## config.mk

```make
export PLATFORM = sky130hd
export DESIGN_NAME = sclk_divider
export DESIGN_NICKNAME = d
export VERILOG_FILES = /design/src/rtl/sclk_div_pkg.sv /design/src/rtl/sclk_ext_sync.sv /design/src/rtl/sclk_tick_sel.sv /design/src/rtl/sclk_phase_gen.sv /design/src/rtl/sclk_divider.sv
export SDC_FILE = /design/constraint.sdc
export NUM_CORES = 1
export LEC_CHECK = 0
export ABC_AREA = 1
export BUFFER_PORTS_ARGS = -buffer_cell sky130_fd_sc_hd__buf_2
export CORE_ASPECT_RATIO = 2
export CORE_MARGIN = 5
export CORE_UTILIZATION = 50
export DETAILED_ROUTE_END_ITERATION = 10
export GPL_ROUTABILITY_DRIVEN = 1
export PLACE_DENSITY_LB_ADDON = 0.1
export SLEW_MARGIN = 20
export SYNTH_ARGS = -nofsm -noshare
export SYNTH_HDL_FRONTEND = slang
export SYNTH_HIERARCHICAL = 1
export SYNTH_SLANG_ARGS = --single-unit
```

## constraint.sdc

```tcl
create_clock -name clk -period 2.8 [get_ports clk]
set_clock_uncertainty 0.1 [all_clocks]
set_input_delay 0.14 -clock clk [delete_from_list [all_inputs] [get_ports clk]]
set_output_delay 0.14 -clock clk [all_outputs]
set_load 0.03 [all_outputs]
```

## src/rtl/sclk_div_pkg.sv

```systemverilog
// Package: shared widths, types and the phase-width rule of the serial
// bit-clock divider. Assumes the divide value is an unsigned integer.
package sclk_div_pkg;

    localparam int DIV_WIDTH   = 8;
    localparam int SYNC_STAGES = 2;

    typedef logic [DIV_WIDTH-1:0] div_t;

    // Ticks spent high in one period for divide value d.
    // Even d gives d/2 + 1 and odd d gives (d + 1)/2; both equal floor(d/2) + 1.
    function automatic div_t high_ticks(input div_t d);
        div_t half;
        half = d >> 1;
        return half + div_t'(1);
    endfunction

endpackage

```

## src/rtl/sclk_ext_sync.sv

```systemverilog
// Module: brings the asynchronous external clock into the system domain
// through a STAGES-deep flop chain. It gives one single-cycle pulse for each
// rising edge seen. Assumes the external clock high and low times each last
// at least one system clock period.
module sclk_ext_sync #(
    parameter int STAGES = 2
) (
    input  logic clk,
    input  logic rst_n,
    input  logic ext_in,
    output logic edge_pulse
);
    localparam int CHAIN = STAGES + 1;

    logic [CHAIN-1:0] chain_q;

    // Shift the pin into the synchronizer, plus one extra flop for edge detection.
    always_ff @(posedge clk) begin
        if (!rst_n) chain_q <= '0;
        else        chain_q <= {chain_q[CHAIN-2:0], ext_in};
    end

    // Rising edge seen at the synchronized output.
    always_comb edge_pulse = chain_q[STAGES-1] & ~chain_q[STAGES];

    // an edge pulse never lasts two cycles.
    assert_edge_single_R5: assert property (@(posedge clk) disable iff (!rst_n)
        edge_pulse |=> !edge_pulse);

endmodule

```

## src/rtl/sclk_tick_sel.sv

```systemverilog
// Module: picks the tick source. A set select bit makes every system cycle a
// tick. A clear select bit uses the synchronized external edge. Assumes the
// select input is quasi-static or synchronous to the system clock.
module sclk_tick_sel (
    input  logic use_sys,
    input  logic ext_edge,
    output logic tick
);
    // Tick source multiplexer.
    always_comb tick = use_sys ? 1'b1 : ext_edge;

endmodule

```

## src/rtl/sclk_phase_gen.sv

```systemverilog
// Module: counts ticks through one output period and registers the level
// and the two edge enables. It loads a new divide value only at a period
// end, and it treats a divide value of 0 as bypass. Assumes tick is a
// single-cycle enable in the system clock domain.
module sclk_phase_gen
    import sclk_div_pkg::*;
(
    input  logic clk,
    input  logic rst_n,
    input  logic tick,
    input  div_t div_req,
    output logic lvl_q,
    output logic rise_q,
    output logic fall_q
);
    div_t cnt_q, act_q;
    div_t cnt_d, act_d;
    logic at_end, byp_d, lvl_d;

    // Next counter, active divide value and level, as they will be after a tick.
    always_comb begin
        at_end = (cnt_q == act_q);
        act_d  = at_end ? div_req : act_q;
        cnt_d  = at_end ? '0 : cnt_q + div_t'(1);
        byp_d  = (act_d == '0);
        lvl_d  = byp_d ? 1'b1 : (cnt_d < high_ticks(act_d));
    end

    // State and output registers, advanced only on a tick.
    always_ff @(posedge clk) begin
        if (!rst_n) begin
            cnt_q  <= '0;
            act_q  <= '0;
            lvl_q  <= 1'b0;
            rise_q <= 1'b0;
            fall_q <= 1'b0;
        end else if (tick) begin
            cnt_q  <= cnt_d;
            act_q  <= act_d;
            lvl_q  <= lvl_d;
            rise_q <= byp_d | (lvl_d & ~lvl_q);
            fall_q <= byp_d | (~lvl_d & lvl_q);
        end else begin
            rise_q <= 1'b0;
            fall_q <= 1'b0;
        end
    end

    // the counter never runs past the active period end.
    assert_cnt_in_period_R1: assert property (@(posedge clk) disable iff (!rst_n)
        cnt_q <= act_q);

    // the active divide value changes only on a period-end tick.
    assert_load_at_boundary_R7: assert property (@(posedge clk) disable iff (!rst_n)
        !(tick && at_end) |=> $stable(act_q));

    // no enable follows a cycle without a tick.
    assert_no_stb_without_tick_R8: assert property (@(posedge clk) disable iff (!rst_n)
        !tick |=> (!rise_q && !fall_q));

    // a lone rise enable marks a 0 to 1 change of the level.
    assert_rise_marks_edge_R8: assert property (@(posedge clk) disable iff (!rst_n)
        (rise_q && !fall_q) |-> (lvl_q && !$past(lvl_q)));

    // a lone fall enable marks a 1 to 0 change of the level.
    assert_fall_marks_edge_R8: assert property (@(posedge clk) disable iff (!rst_n)
        (fall_q && !rise_q) |-> (!lvl_q && $past(lvl_q)));

    // both enables together occur only in bypass, where the level is high.
    assert_bypass_high_R6: assert property (@(posedge clk) disable iff (!rst_n)
        (rise_q && fall_q) |-> (lvl_q && act_q == '0));

endmodule

```

## src/rtl/sclk_divider.sv

```systemverilog
// Module: top of the serial bit-clock divider. It selects a tick source
// (the system clock, or the synchronized external clock) and divides the
// tick rate by div_val + 1. It outputs the divided level and one-cycle
// rise and fall enables. Assumes everything downstream runs on clk.
module sclk_divider
    import sclk_div_pkg::*;
(
    input  logic                 clk,
    input  logic                 rst_n,
    input  logic                 src_sys,
    input  logic                 ext_clk,
    input  logic [DIV_WIDTH-1:0] div_val,
    output logic                 sclk_out,
    output logic                 sclk_rise,
    output logic                 sclk_fall
);
    logic ext_edge;
    logic tick;

    sclk_ext_sync #(.STAGES(SYNC_STAGES)) u_sync (
        .clk        (clk),
        .rst_n      (rst_n),
        .ext_in     (ext_clk),
        .edge_pulse (ext_edge)
    );

    sclk_tick_sel u_sel (
        .use_sys  (src_sys),
        .ext_edge (ext_edge),
        .tick     (tick)
    );

    sclk_phase_gen u_phase (
        .clk     (clk),
        .rst_n   (rst_n),
        .tick    (tick),
        .div_req (div_val),
        .lvl_q   (sclk_out),
        .rise_q  (sclk_rise),
        .fall_q  (sclk_fall)
    );

    // the cycle after reset is sampled, all outputs are low.
    assert_reset_low_R9: assert property (@(posedge clk)
        !rst_n |=> (!sclk_out && !sclk_rise && !sclk_fall));

    // with the system source and a nonzero level, the enables follow every cycle's tick.
    assert_sys_rise_R4: assert property (@(posedge clk) disable iff (!rst_n)
        (src_sys && $past(src_sys) && $rose(sclk_out)) |-> sclk_rise);

endmodule

```

==> impl_metrics.toml <==
[status]
status = "finished, final reports clean"

[timing]
fin_crit_sh_pct = 98.2
hold_viol = 0
hold_ws_ps = 126
fmax_mhz = 364
slew_viol_final = 0
final.setup.tns_ps = 0
worst_pin_slew_ps = 474
maxSlewHeadroom_pct = 68.4
rsz0062_at_grt = "yes"
period_minus_slack_ps = 2750
setup_viol = 0
worst_slack_ps = 49.6

[drt]
first_pass_iters = 4
drc_errors = 0
drt_wl_total_mm = 4.21
vias = 1578
wl_per_cell_um = 13.9
drt.antenna.violating_nets = 0
via_per_inst = 5.21
initialDrtViolationCount = 43

[logic_synthesis]
syn-num-nets = 250
yosysWarnings = 6
avgSynthCellArea_sq_um = 6.51
synth_area_leader_cell = "dfxtp_1"
synth_top_area_share_pct = 29.6
ys_seq_elements = 22
synth.area.top_cells = "dfxtp_1 (30%), nand2_1 (14%), inv_1 (12%)"
netlist_instances = 229
ys_types = 26
netlist_area_sq_um = 1490
ys_seq_area_share_pct = 29.6

[pwr]
vdd.ir_drop.worst_v = 0.000429
power_density_nw_per_um2 = 506
leakagePower_uw = 0.00108

[clocking]
clkLatencyLatePin_ps = 260
ctsHtreeMaxLevel = 1
cts-root-buf = "clkbuf_8"
cts-buffers-inserted = 3
clk_path_buf_depth = 2
cts.sink_count = 22
clk_pin_slew_ps = 80
cts_tree = "yes"

[global_routing]
grt_usage_pct = 19.7
grt_max_degree = 21
overflow = 0
grt_pass1_wl_mm = 6.64
antenna_found_initial = 0
grt_pass1_vias = 1506

[floorplan]
die_h_um = 87.2
core_sq_um = 2910
std_cell_rows = 28
initial_core_util_pct = 51.2
dieArea_sq_um = 4240
io_pins = 15
die_w_um = 48.6

[cells_and_area]
area_delta_synth_final_pct = 32.2
drive_gt1_share_pct = 33.7
finalNetCount = 295
final_common_cell = "nand2_1"
nFillCells = 263
fin_area_sq_um = 1970
final_cell_mix = "nand2_1 (50), inv_1 (42), buf_4 (29), a21oi_1 (17), o21ai_0 (15)"
final_util_pct = 67.8
multi_input_area_sq_um = 916
final-seq-area_sq_um = 457
antennaDiodeCount = 0

[place]
gp_congestion = 0.823
hpwl_mm = 2.94
port_buffers = 14
placed_cell_area_sq_um = 1660
pre_cts_ws_ps = -34.7

[setup_path]
rrSetupSlack_ps = 50
critPathKind = "flip-flop to flip-flop"
r2r-start = "u_phase/act_q[1]"
start_kind = "flip-flop"
crit_path_end_kind = "flip-flop"
required_ps = 2910
worst_r2r_path_depth = 21
worstPathMaxFanout = 6
cp.arrival_ps = 2860
timing.rr.end = "u_phase/rise_q"

[min_path]
holdCritStartpoint = "rst_n"
whs_path_depth = 3
hold_end = "u_sync/chain_q[0]"
hold_path.class = "input pin to flip-flop"

[flow_run]
cap_violations = 0
## cell usage after synthesis, drive strengths merged
cell type / instances
inv: 50
dfxtp: 22
o211ai: 1
nand3: 13
nor2: 13
nand2: 57
ha: 9
nand3b: 2
xor2: 5
nor3: 5
buf: 1
o21ai: 23
clkbuf: 4
o21bai: 1
clkinv: 1
a21oi: 17
a211oi: 2
xnor2: 3
## through the flow
stage	total power (uW)	instances
after floorplan	605	229
after global placement	696	280
after detailed placement	699	280
after CTS	947	291
after global routing	1070	303
final	997	303
## worst max-delay path, cell delays in order (launching register included)
cell,delay [ps]
dfxtp_4,360
inv_2,50
nand2_1,50
nand2_1,80
nand2_2,70
nor2_4,150
nand2_4,110
inv_6,100
nand2_4,50
o21ai_4,90
ha_4,170
nand3_2,90
nand3b_1,190
xor2_1,160
ha_1,290
nand2_1,70
nor2_1,50
a211oi_2,160
nand2_1,120
nand2_1,70
nand2_1,60
nor2_2,60
## final cells by class
cell class | count | share of cell area, %
clock buffer | 4 | 2.79
inverter | 51 | 9.97
multi-input combinational | 151 | 46.5
sequential | 22 | 23.2
tap | 30 | 1.90
timing repair buffer | 45 | 15.7
## where the power goes
part	internal, uW	total (uW)	switching, uW	leakage [uW]
sequential	344	365	21.2	0.000186
combinational	165	402	238	0.000862
clock	125	229	104	0.0000288
## sequential cells by signal, indices dropped and copies added (netlist names)
signal	cells
u_phase/act_q	8
u_phase/cnt_q	8
u_phase/fall_q	1
u_phase/lvl_q	1
u_phase/rise_q	1
u_sync/chain_q	3
## metal layers
| layer | wire, um | track usage (%) |
|---|---|---|
| met1 | 1480 | 19.4 |
| met2 | 2360 | 40.4 |
| met3 | 214 | 2.23 |
| met4 | 153 | 6.37 |
| met5 | 0 | 0 |
## how the worst max path moves through the flow
stage	startpoint	end	slack (ps)	cells past startpoint
3_3_place_gp	u_phase/cnt_q[5]	u_phase/rise_q	10	19
5_1_grt	u_phase/cnt_q[2]	u_phase/rise_q	-140	19
4_1_cts	u_phase/act_q[5]	u_phase/rise_q	4	21
6_report	u_phase/act_q[1]	u_phase/rise_q	50	21
2_1_floorplan	u_phase/cnt_q[0]	u_phase/rise_q	200	21
3_5_place_dp	u_phase/cnt_q[5]	u_phase/rise_q	-30	21
## cells by family after synthesis
| logic type | count (synthesis) | synth area share [%] |
|---|---|---|
| fa+ha+maj | 9 | 7.56 |
| xor+xnor | 8 | 4.70 |
| buf+inv | 56 | 14.8 |
| simple gates | 90 | 26.7 |
| compound gates | 44 | 16.7 |
| flops | 22 | 29.6 |
## repair_timing
item | in CTS | in global routing
gates resized for setup | 7 | 30
hold endpoints to repair | 1 | 0
pin swaps | 8 | 16
buffers inserted | 6 | 12
hold buffers | 1 | 0
setup endpoints to repair | 3 | 3
cloned | 0 | 0
(Power assumes the default switching activity.)
